===== config.mk =====
export PLATFORM = sky130hd
export DESIGN_NAME = tw_wr_slave
export DESIGN_NICKNAME = d
export VERILOG_FILES = /design/src/rtl/tw_pkg.sv /design/src/rtl/tw_glitch_filter.sv /design/src/rtl/tw_bus_events.sv /design/src/rtl/tw_rx_engine.sv /design/src/rtl/tw_wr_slave.sv
export SDC_FILE = /design/constraint.sdc
export NUM_CORES = 1
export LEC_CHECK = 0
export BUFFER_PORTS_ARGS = -buffer_cell sky130_fd_sc_hd__buf_2
export CAP_MARGIN = 20
export CORE_MARGIN = 10
export CORE_UTILIZATION = 25
export CTS_BUF_LIST = sky130_fd_sc_hd__clkbuf_2
export CTS_CLUSTER_SIZE = 8
export DETAILED_ROUTE_END_ITERATION = 16
export GPL_TIMING_DRIVEN = 0
export PLACE_DENSITY_LB_ADDON = 0.25
export SYNTH_ARGS = -nofsm -noshare
export SYNTH_HDL_FRONTEND = slang
export SYNTH_SLANG_ARGS = --single-unit

===== constraint.sdc =====
create_clock -name clk -period 3.1 [get_ports clk]
set_input_delay 0.62 -clock clk [delete_from_list [all_inputs] [get_ports clk]]
set_output_delay 0.62 -clock clk [all_outputs]
set_load 0.1 [all_outputs]

===== src/rtl/tw_pkg.sv =====
package tw_pkg;
  localparam int BYTE_W = 8;
  localparam logic [3:0] ADDR_PREFIX = 4'b0101;
  typedef enum logic [1:0] {
    ST_IDLE,
    ST_ADDR,
    ST_DATA,
    ST_SKIP
  } rx_state_e;
endpackage


===== src/rtl/tw_glitch_filter.sv =====
module tw_glitch_filter #(
  parameter int SYNC_STAGES = 2,
  parameter int FILT_CYC    = 13,
  parameter bit IDLE_VAL    = 1'b1
) (
  input  logic clk,
  input  logic rst_n,
  input  logic line_in,
  output logic line_out
);
  localparam int CW = $clog2(FILT_CYC + 1);
  localparam logic [CW-1:0] LAST = CW'(FILT_CYC - 1);

  logic [SYNC_STAGES-1:0] sync_q;
  logic [CW-1:0]          run_q;
  logic                   raw;

  assign raw = sync_q[SYNC_STAGES-1];

  always_ff @(posedge clk or negedge rst_n) begin
    if (!rst_n) begin
      sync_q <= {SYNC_STAGES{IDLE_VAL}};
    end else begin
      sync_q <= {sync_q[SYNC_STAGES-2:0], line_in};
    end
  end

  // output follows the synchronized line only after FILT_CYC steady cycles
  always_ff @(posedge clk or negedge rst_n) begin
    if (!rst_n) begin
      run_q    <= '0;
      line_out <= IDLE_VAL;
    end else if (raw == line_out) begin
      run_q <= '0;
    end else if (run_q == LAST) begin
      run_q    <= '0;
      line_out <= raw;
    end else begin
      run_q <= run_q + 1'b1;
    end
  end
endmodule


===== src/rtl/tw_bus_events.sv =====
module tw_bus_events (
  input  logic clk,
  input  logic rst_n,
  input  logic scl_f,
  input  logic sda_f,
  output logic scl_rise,
  output logic scl_fall,
  output logic start_evt,
  output logic stop_evt
);
  logic scl_q, sda_q;

  always_ff @(posedge clk or negedge rst_n) begin
    if (!rst_n) begin
      scl_q <= 1'b1;
      sda_q <= 1'b1;
    end else begin
      scl_q <= scl_f;
      sda_q <= sda_f;
    end
  end

  assign scl_rise  = scl_f & ~scl_q;
  assign scl_fall  = ~scl_f & scl_q;
  assign start_evt = scl_f & scl_q & sda_q & ~sda_f;
  assign stop_evt  = scl_f & scl_q & ~sda_q & sda_f;
endmodule


===== src/rtl/tw_rx_engine.sv =====
module tw_rx_engine
  import tw_pkg::*;
#(
  parameter bit OCTAL = 1'b0
) (
  input  logic              clk,
  input  logic              rst_n,
  input  logic              scl_rise,
  input  logic              scl_fall,
  input  logic              start_evt,
  input  logic              stop_evt,
  input  logic              sda_bit,
  input  logic [2:0]        strap,
  output logic              byte_stb,
  output logic [BYTE_W-1:0] byte_data,
  output logic              byte_first,
  output logic              sda_pull,
  output logic              stop_seen,
  output logic              stop_partial
);
  localparam logic [3:0] CNT_BYTE = 4'(BYTE_W);
  localparam logic [3:0] CNT_ACK  = 4'(BYTE_W + 1);

  rx_state_e         state_q;
  logic [3:0]        cnt_q;
  logic [BYTE_W-1:0] shreg_q;
  logic              first_q;
  logic [6:0]        own_addr;
  logic              addr_hit;

  // the build variant decides which strap pins enter the address
  if (OCTAL) begin : g_oct
    assign own_addr = {ADDR_PREFIX, 1'b0, strap[1:0]};
  end else begin : g_quad
    assign own_addr = {ADDR_PREFIX, strap};
  end

  assign addr_hit = (shreg_q[BYTE_W-1:1] == own_addr) && !shreg_q[0];

  always_ff @(posedge clk or negedge rst_n) begin
    if (!rst_n) begin
      state_q      <= ST_IDLE;
      cnt_q        <= '0;
      shreg_q      <= '0;
      first_q      <= 1'b0;
      sda_pull     <= 1'b0;
      byte_stb     <= 1'b0;
      byte_data    <= '0;
      byte_first   <= 1'b0;
      stop_seen    <= 1'b0;
      stop_partial <= 1'b0;
    end else begin
      byte_stb     <= 1'b0;
      stop_seen    <= 1'b0;
      stop_partial <= 1'b0;
      if (start_evt) begin
        state_q  <= ST_ADDR;
        cnt_q    <= '0;
        first_q  <= 1'b1;
        sda_pull <= 1'b0;
      end else if (stop_evt) begin
        if (state_q == ST_DATA) begin
          stop_seen <= 1'b1;
          // the clock phase carrying the STOP has already bumped the count
          stop_partial <= (cnt_q >= 4'd2) && (cnt_q <= CNT_BYTE);
        end
        state_q  <= ST_IDLE;
        cnt_q    <= '0;
        sda_pull <= 1'b0;
      end else if (state_q == ST_ADDR || state_q == ST_DATA) begin
        if (scl_rise && cnt_q < CNT_BYTE) begin
          shreg_q <= {shreg_q[BYTE_W-2:0], sda_bit};
          cnt_q   <= cnt_q + 1'b1;
        end else if (scl_fall && cnt_q == CNT_BYTE) begin
          cnt_q <= CNT_ACK;
          if (state_q == ST_ADDR) begin
            if (addr_hit) begin
              state_q  <= ST_DATA;
              sda_pull <= 1'b1;
            end else begin
              state_q <= ST_SKIP;
            end
          end else begin
            sda_pull   <= 1'b1;
            byte_stb   <= 1'b1;
            byte_data  <= shreg_q;
            byte_first <= first_q;
            first_q    <= 1'b0;
          end
        end else if (scl_fall && cnt_q == CNT_ACK) begin
          cnt_q    <= '0;
          sda_pull <= 1'b0;
        end
      end
    end
  end
endmodule


===== src/rtl/tw_wr_slave.sv =====
module tw_wr_slave
  import tw_pkg::*;
#(
  parameter int SYNC_STAGES = 2,
  parameter int FILT_CYC    = 13,
  parameter bit OCTAL       = 1'b0
) (
  input  logic              clk,
  input  logic              rst_n,
  input  logic              scl_in,
  input  logic              sda_in,
  input  logic [2:0]        strap_addr,
  output logic              sda_pull,
  output logic              rx_valid,
  input  logic              rx_ready,
  output logic [BYTE_W-1:0] rx_data,
  output logic              rx_first,
  output logic              start_pulse,
  output logic              stop_pulse,
  output logic              stop_partial
);
  localparam int NLINES = 2;

  logic [NLINES-1:0] raw_l, filt_l;
  logic              scl_rise, scl_fall, start_evt, stop_evt;
  logic              byte_stb, byte_first;
  logic [BYTE_W-1:0] byte_data;

  assign raw_l = {scl_in, sda_in};

  for (genvar g = 0; g < NLINES; g++) begin : g_line
    tw_glitch_filter #(
      .SYNC_STAGES(SYNC_STAGES),
      .FILT_CYC   (FILT_CYC),
      .IDLE_VAL   (1'b1)
    ) u_filt (
      .clk     (clk),
      .rst_n   (rst_n),
      .line_in (raw_l[g]),
      .line_out(filt_l[g])
    );
  end

  tw_bus_events u_evt (
    .clk      (clk),
    .rst_n    (rst_n),
    .scl_f    (filt_l[1]),
    .sda_f    (filt_l[0]),
    .scl_rise (scl_rise),
    .scl_fall (scl_fall),
    .start_evt(start_evt),
    .stop_evt (stop_evt)
  );

  tw_rx_engine #(.OCTAL(OCTAL)) u_eng (
    .clk         (clk),
    .rst_n       (rst_n),
    .scl_rise    (scl_rise),
    .scl_fall    (scl_fall),
    .start_evt   (start_evt),
    .stop_evt    (stop_evt),
    .sda_bit     (filt_l[0]),
    .strap       (strap_addr),
    .byte_stb    (byte_stb),
    .byte_data   (byte_data),
    .byte_first  (byte_first),
    .sda_pull    (sda_pull),
    .stop_seen   (stop_pulse),
    .stop_partial(stop_partial)
  );

  assign start_pulse = start_evt;

  // single holding slot: a newer byte overwrites an unaccepted one
  always_ff @(posedge clk or negedge rst_n) begin
    if (!rst_n) begin
      rx_valid <= 1'b0;
      rx_data  <= '0;
      rx_first <= 1'b0;
    end else if (byte_stb) begin
      rx_valid <= 1'b1;
      rx_data  <= byte_data;
      rx_first <= byte_first;
    end else if (rx_ready) begin
      rx_valid <= 1'b0;
    end
  end
endmodule


Yosys cells after proc, flatten, opt, wreduce, memory -nomap -nowiden:

Index checks and enable logic that the tools add are counted.

* bits in registers: 54
* output and inout bits: 14
* input port bits: 8
* logic and storage cells: 126

* add/sub/neg operators: 3
* equality and inequality tests: 14
* reductions and logical operators: 23
* muxes and demuxes: 45
* $lt $le $gt $ge: 3
* bitwise logic cells: 17

Operator list (count)
* 2-to-1 mux 4 bit: 10
* 2-to-1 mux 1 bit: 29
* equality test 4 bit, second input constant: 4
* adder 4 x 1 -> 4 bit, second input constant: 3
* 2-to-1 mux 2 bit: 6
* AND reduction 4 bit: 3
* NOT 1 bit: 10
* nonzero test 3 bit: 3
* bitwise AND 1 bit: 7
* equality test 7 x 6 -> 1 bit: 1
* inequality test 2 bit, second input constant: 3
* AND reduction 2 bit: 3
* AND reduction 6 bit: 1
* nonzero test 2 bit: 3
* logical AND 1 bit: 5
* inequality test 5 x 4 -> 1 bit, second input constant: 1
* AND reduction 5 bit: 1
* nonzero test 5 bit: 1
* greater-or-equal comparator 4 x 2 -> 1 bit, second input constant: 1
* less-or-equal comparator 4 bit, second input constant: 1
* less-than comparator 4 bit, second input constant: 1
* nonzero test 4 bit: 1
* inequality test 3 bit, second input constant: 1
* equality test 1 bit: 2
* other kinds (4): 4

Logic depth before layout (Yosys ltp):

* word-level depth: 9
* depth in mapped cells: 6
* gate-level depth less buffers: 6

Cells and area by module:

Synthesis repeated with hierarchy kept, for this count alone.

* cells, all modules: 190
* area total of the unflattened synthesis: 2424.8 sq um

By module, submodules not included
* tw_rx_engine: area an instance 1342.5 sq um, instances 1, seq. area each 700.7 sq um, cells each 114
* tw_glitch_filter: area an instance 294.0 sq um, instances 2, seq. area each 178.9 sq um, cells each 24
* tw_wr_slave: area an instance 409.1 sq um, instances 1, seq. area each 250.2 sq um, cells each 22
* tw_bus_events: area an instance 85.1 sq um, instances 1, seq. area each 52.6 sq um, cells each 6

Worst setup path before layout:

Ideal clock, no wire load.

* kind: flip-flop to output port
* from: reg g_line[1].u_filt.line_out
* to: out start_pulse
* cell stages (with the launch flop): 3
* data required time: 2480 ps
* path buffers: 0
* slack: -524 ps
* arrival time: 3004 ps
* cells stage by stage: dfstp_2 nand2_1 nor3b_1

* longest elaborated chain between the ends: 3

Ends and longest elaborated chain
* from (decl): RTL line tw_glitch_filter.sv:9 `output logic line_out`
* from (signal assigned): RTL line tw_glitch_filter.sv:37 `line_out <= raw;`
* bitwise AND 1 bit (3 in a row): RTL line tw_bus_events.sv:25 `assign start_evt = scl_f & scl_q & sda_q & ~sda_f;`
* to (decl): RTL line tw_wr_slave.sv:18 `output logic start_pulse,`

No other way between the ends.

Final worst setup path:

Same ends and word-level chain as after synthesis.

==> impl_metrics.toml <==
[run_status]
status = "finished, final reports clean"

[route]
wl_per_cell_um = 12.38
vias = 1473
drt-initial-drc-count = 38
avgViaCountPerCell = 4.257
drcViolationCount = 0
ant_nets = 0
wl_mm = 4.283
first_pass_iters = 4

[layout]
final_area_mm2 = 0.002756
num-nets-final = 233
stdcell_count = 346
antenna_cells = 0
multi_input_area_um2 = 962.2
final_core_util_pct = 29.55
drive_above_1_share_pct = 34.10
seq_area_mm2 = 0.001361
n_fill_cell = 941
area_growth_pct = 14.38

[logic_synthesis]
syn_nets = 203
yosysTopAreaCellShare_pct = 47.77
synth_area_leader_cell = "dfrtp_1"
synthArstFlopShare_pct = 100.0
avgSynthCellArea_um2 = 12.96
synth-compound-area-share_pct = 8.359
yosysMostFrequentCell = "dfrtp_1"
ys.warnings.count = 0
synth-edff-count = 0
ys_top_cells_by_area = "dfrtp_1 (48%), mux2_2 (9.8%), dfstp_2 (8.7%), mux2_4 (5.0%), ha_1 (4.7%)"
syn-cell-area_mm2 = 0.002410
synth_cell_types = 41
synth_mux_area_share_pct = 15.63
synth_top_family_by_area = "multiplexers"
yosysSeqAreaShare_pct = 56.49
syn_inst = 186
synth_xor_area_share_pct = 2.181
synth_commonest_cells = "dfrtp_1 (46), mux2_2 (21), inv_1 (18)"
synth-adder-area-share_pct = 4.673
synth-simple-area-share_pct = 8.879
ys.flop_type = "dfrtp_1"
ys_ff_latch = 54

[timing]
finalCritPeriodShare_pct = 86.24
tns_ns = 0
tightestPinTransition_ns = 0.5767
fin_skew_ns = 0.01272
fmax_ghz = 0.3740
relSlewSlack_pct = 61.55
finalSetupViolations = 0
drv_slew = 0
finalHoldViolCount = 0
rsz0062_at_grt = "no"
post-route-min-period_ns = 2.674

[cts]
cts_setup_buffers = 0
cts_tree = "done"
clockBufferDepth = 2
clk-insertion-delay-late_ns = 0.45
path_clk_slew_ns = 0.28
root_buffer = "clkbuf_2"
numCtsBuffers = 5
htreeDepth = 2
cts.sinks = 54

[grt]
gr-total-overflow = 0
grt_max_degree = 40
grt_pass1_wl_mm = 7.162
grt_pass1_vias = 1447
grt.total_usage_pct = 6.099
antenna_found_initial = 0

[setup_path]
cp-end-kind = "output port"
crit_required_ns = 2.48
path_class = "register to output port"
cp-start-kind = "register"
worstPathMaxFanout = 8
rrSetupSlack_ns = 1.11
cp_data_arrival_time_ns = 2.05

[die]
rows = 35
dieArea_mm2 = 0.01397
start_util_pct = 25.84
ios = 22
core_area_mm2 = 0.009328
die_w_um = 118.2
die_h_um = 118.2

[pwr]
intPower_mw = 0.8009
finalPower_mw = 1.082
swShare_pct = 26.00
peakVddDrop_mv = 0.1329
p_seq_share_pct = 67.5
p_per_area_mw_per_mm2 = 392.7
p_comb_share_pct = 5.9
power.leakage_nw = 1.345
p_clk_share_pct = 26.6
p_sw_mw = 0.2814

[min_path]
min_path_type = "input pin to register"

[placed_design]
dpl_cell_area_mm2 = 0.002701
numPortBuffers = 21
hpwlAfterDp_mm = 3.076
routabilityCongestion = 0.7171
dp_cells = 337

[flow_run]
drv_cap = 0
[registers in the layout, summed over array words and instances (netlist names), 2 cells and up]
signal / flops
g_line.u_filt.line_out: 2
g_line.u_filt.run_q: 8
g_line.u_filt.sync_q: 4
rx_data: 8
u_eng.byte_data: 8
u_eng.cnt_q: 4
u_eng.shreg_q: 8
u_eng.state_q: 2
[power by group through the flow]
stage	combinational, mW	sequential, mW	clock, mW
floorplan	0.0343	0.739	0
global placement	0.0601	0.741	0
detailed placement	0.0647	0.741	0
CTS	0.0649	0.731	0.310
global route	0.0741	0.733	0.344
finish	0.0637	0.731	0.288
[placed cells by master, fill, tap and decap left out, types with 2 or more instances in the layout]
cell type   n
clkbuf_2    5
o31ai_1     2
inv_1      18
mux2_2     21
ha_1        9
mux2_4      8
a21o_1      2
buf_2      22
a21boi_0    3
nor2_1      4
o21ai_0     6
mux2i_1     2
nand3_1     3
clkbuf_1    2
o211ai_1    2
nor3b_1     3
a31oi_1     2
a21oi_1     7
nor2b_1     3
xnor2_1     6
dfrtp_1    46
dfstp_2     8
nand2_1     7
or4_1       2
[cells by family after synthesis]
kind of cell / count (synthesis)
adder cells (fa/ha/maj): 9
buffers and inverters: 22
XOR/XNOR: 6
AO/OA/AOI/OAI: 30
AND/OR/NAND/NOR: 34
multiplexers: 31
flip-flops: 54
[cell type report]
cell class                      count  share of cell area (%)
Buffer                              4                  0.8625
Clock buffer                        5                  0.9079
Clock inverter                      3                  0.7263
Inverter                           18                   2.451
Multi-Input combinational cell    110                   34.91
Sequential cell                    54                   49.39
Tap cell                          129                   5.856
Timing Repair Buffer               23                   4.902
[worst max-delay path, stage by stage, from the launching register on]
cell,delay (ns)
dfstp_2,0.66
nand2_1,0.14
nor3b_2,0.31
buf_2,0.49
[what timing repair did]
action	in CTS	in global routing
gates resized for setup	0	0
hold endpoints to repair	0	8
hold buffers	0	1
[worst paths after layout]
check	from	end	cells past startpoint
min reg2reg	g_line[0].u_filt.sync_q[0]$_DFF_PN1_	g_line[0].u_filt.sync_q[1]$_DFF_PN1_	0
min	scl_in	g_line[1].u_filt.sync_q[0]$_DFF_PN1_	1
max	g_line[1].u_filt.line_out$_DFFE_PN1P_	start_pulse	3
min in group asynchronous	rst_n	rx_valid$_DFFE_PN0P_	2
max in group asynchronous	rst_n	u_evt.scl_q$_DFF_PN1_	3
max reg2reg	u_eng.state_q[0]$_DFFE_PN0P_	u_eng.byte_data[2]$_DFFE_PN0P_	6
[per-stage QoR]
step / hold slack [ns] / worst slack, ns
3_3_place_gp: 0.3471 / 0.9363
5_1_grt: 0.1341 / 0.2551
6_report: 0.2182 / 0.4265
3_5_place_dp: 0.3468 / 0.9478
2_1_floorplan: 0.3244 / 0.5068
4_1_cts: 0.01416 / 0.3627
[layer usage]
metal  vias to the layer above  share of wire (%)  global-route usage (%)
met1                       731                 49                   7.972
li1                        712                  -                       -
met5                         -                  0                       0
met3                         7                3.5                   1.666
met2                        23                 45                   9.040
met4                         0                1.9                   3.014
Power figures use the tool's default switching activity.
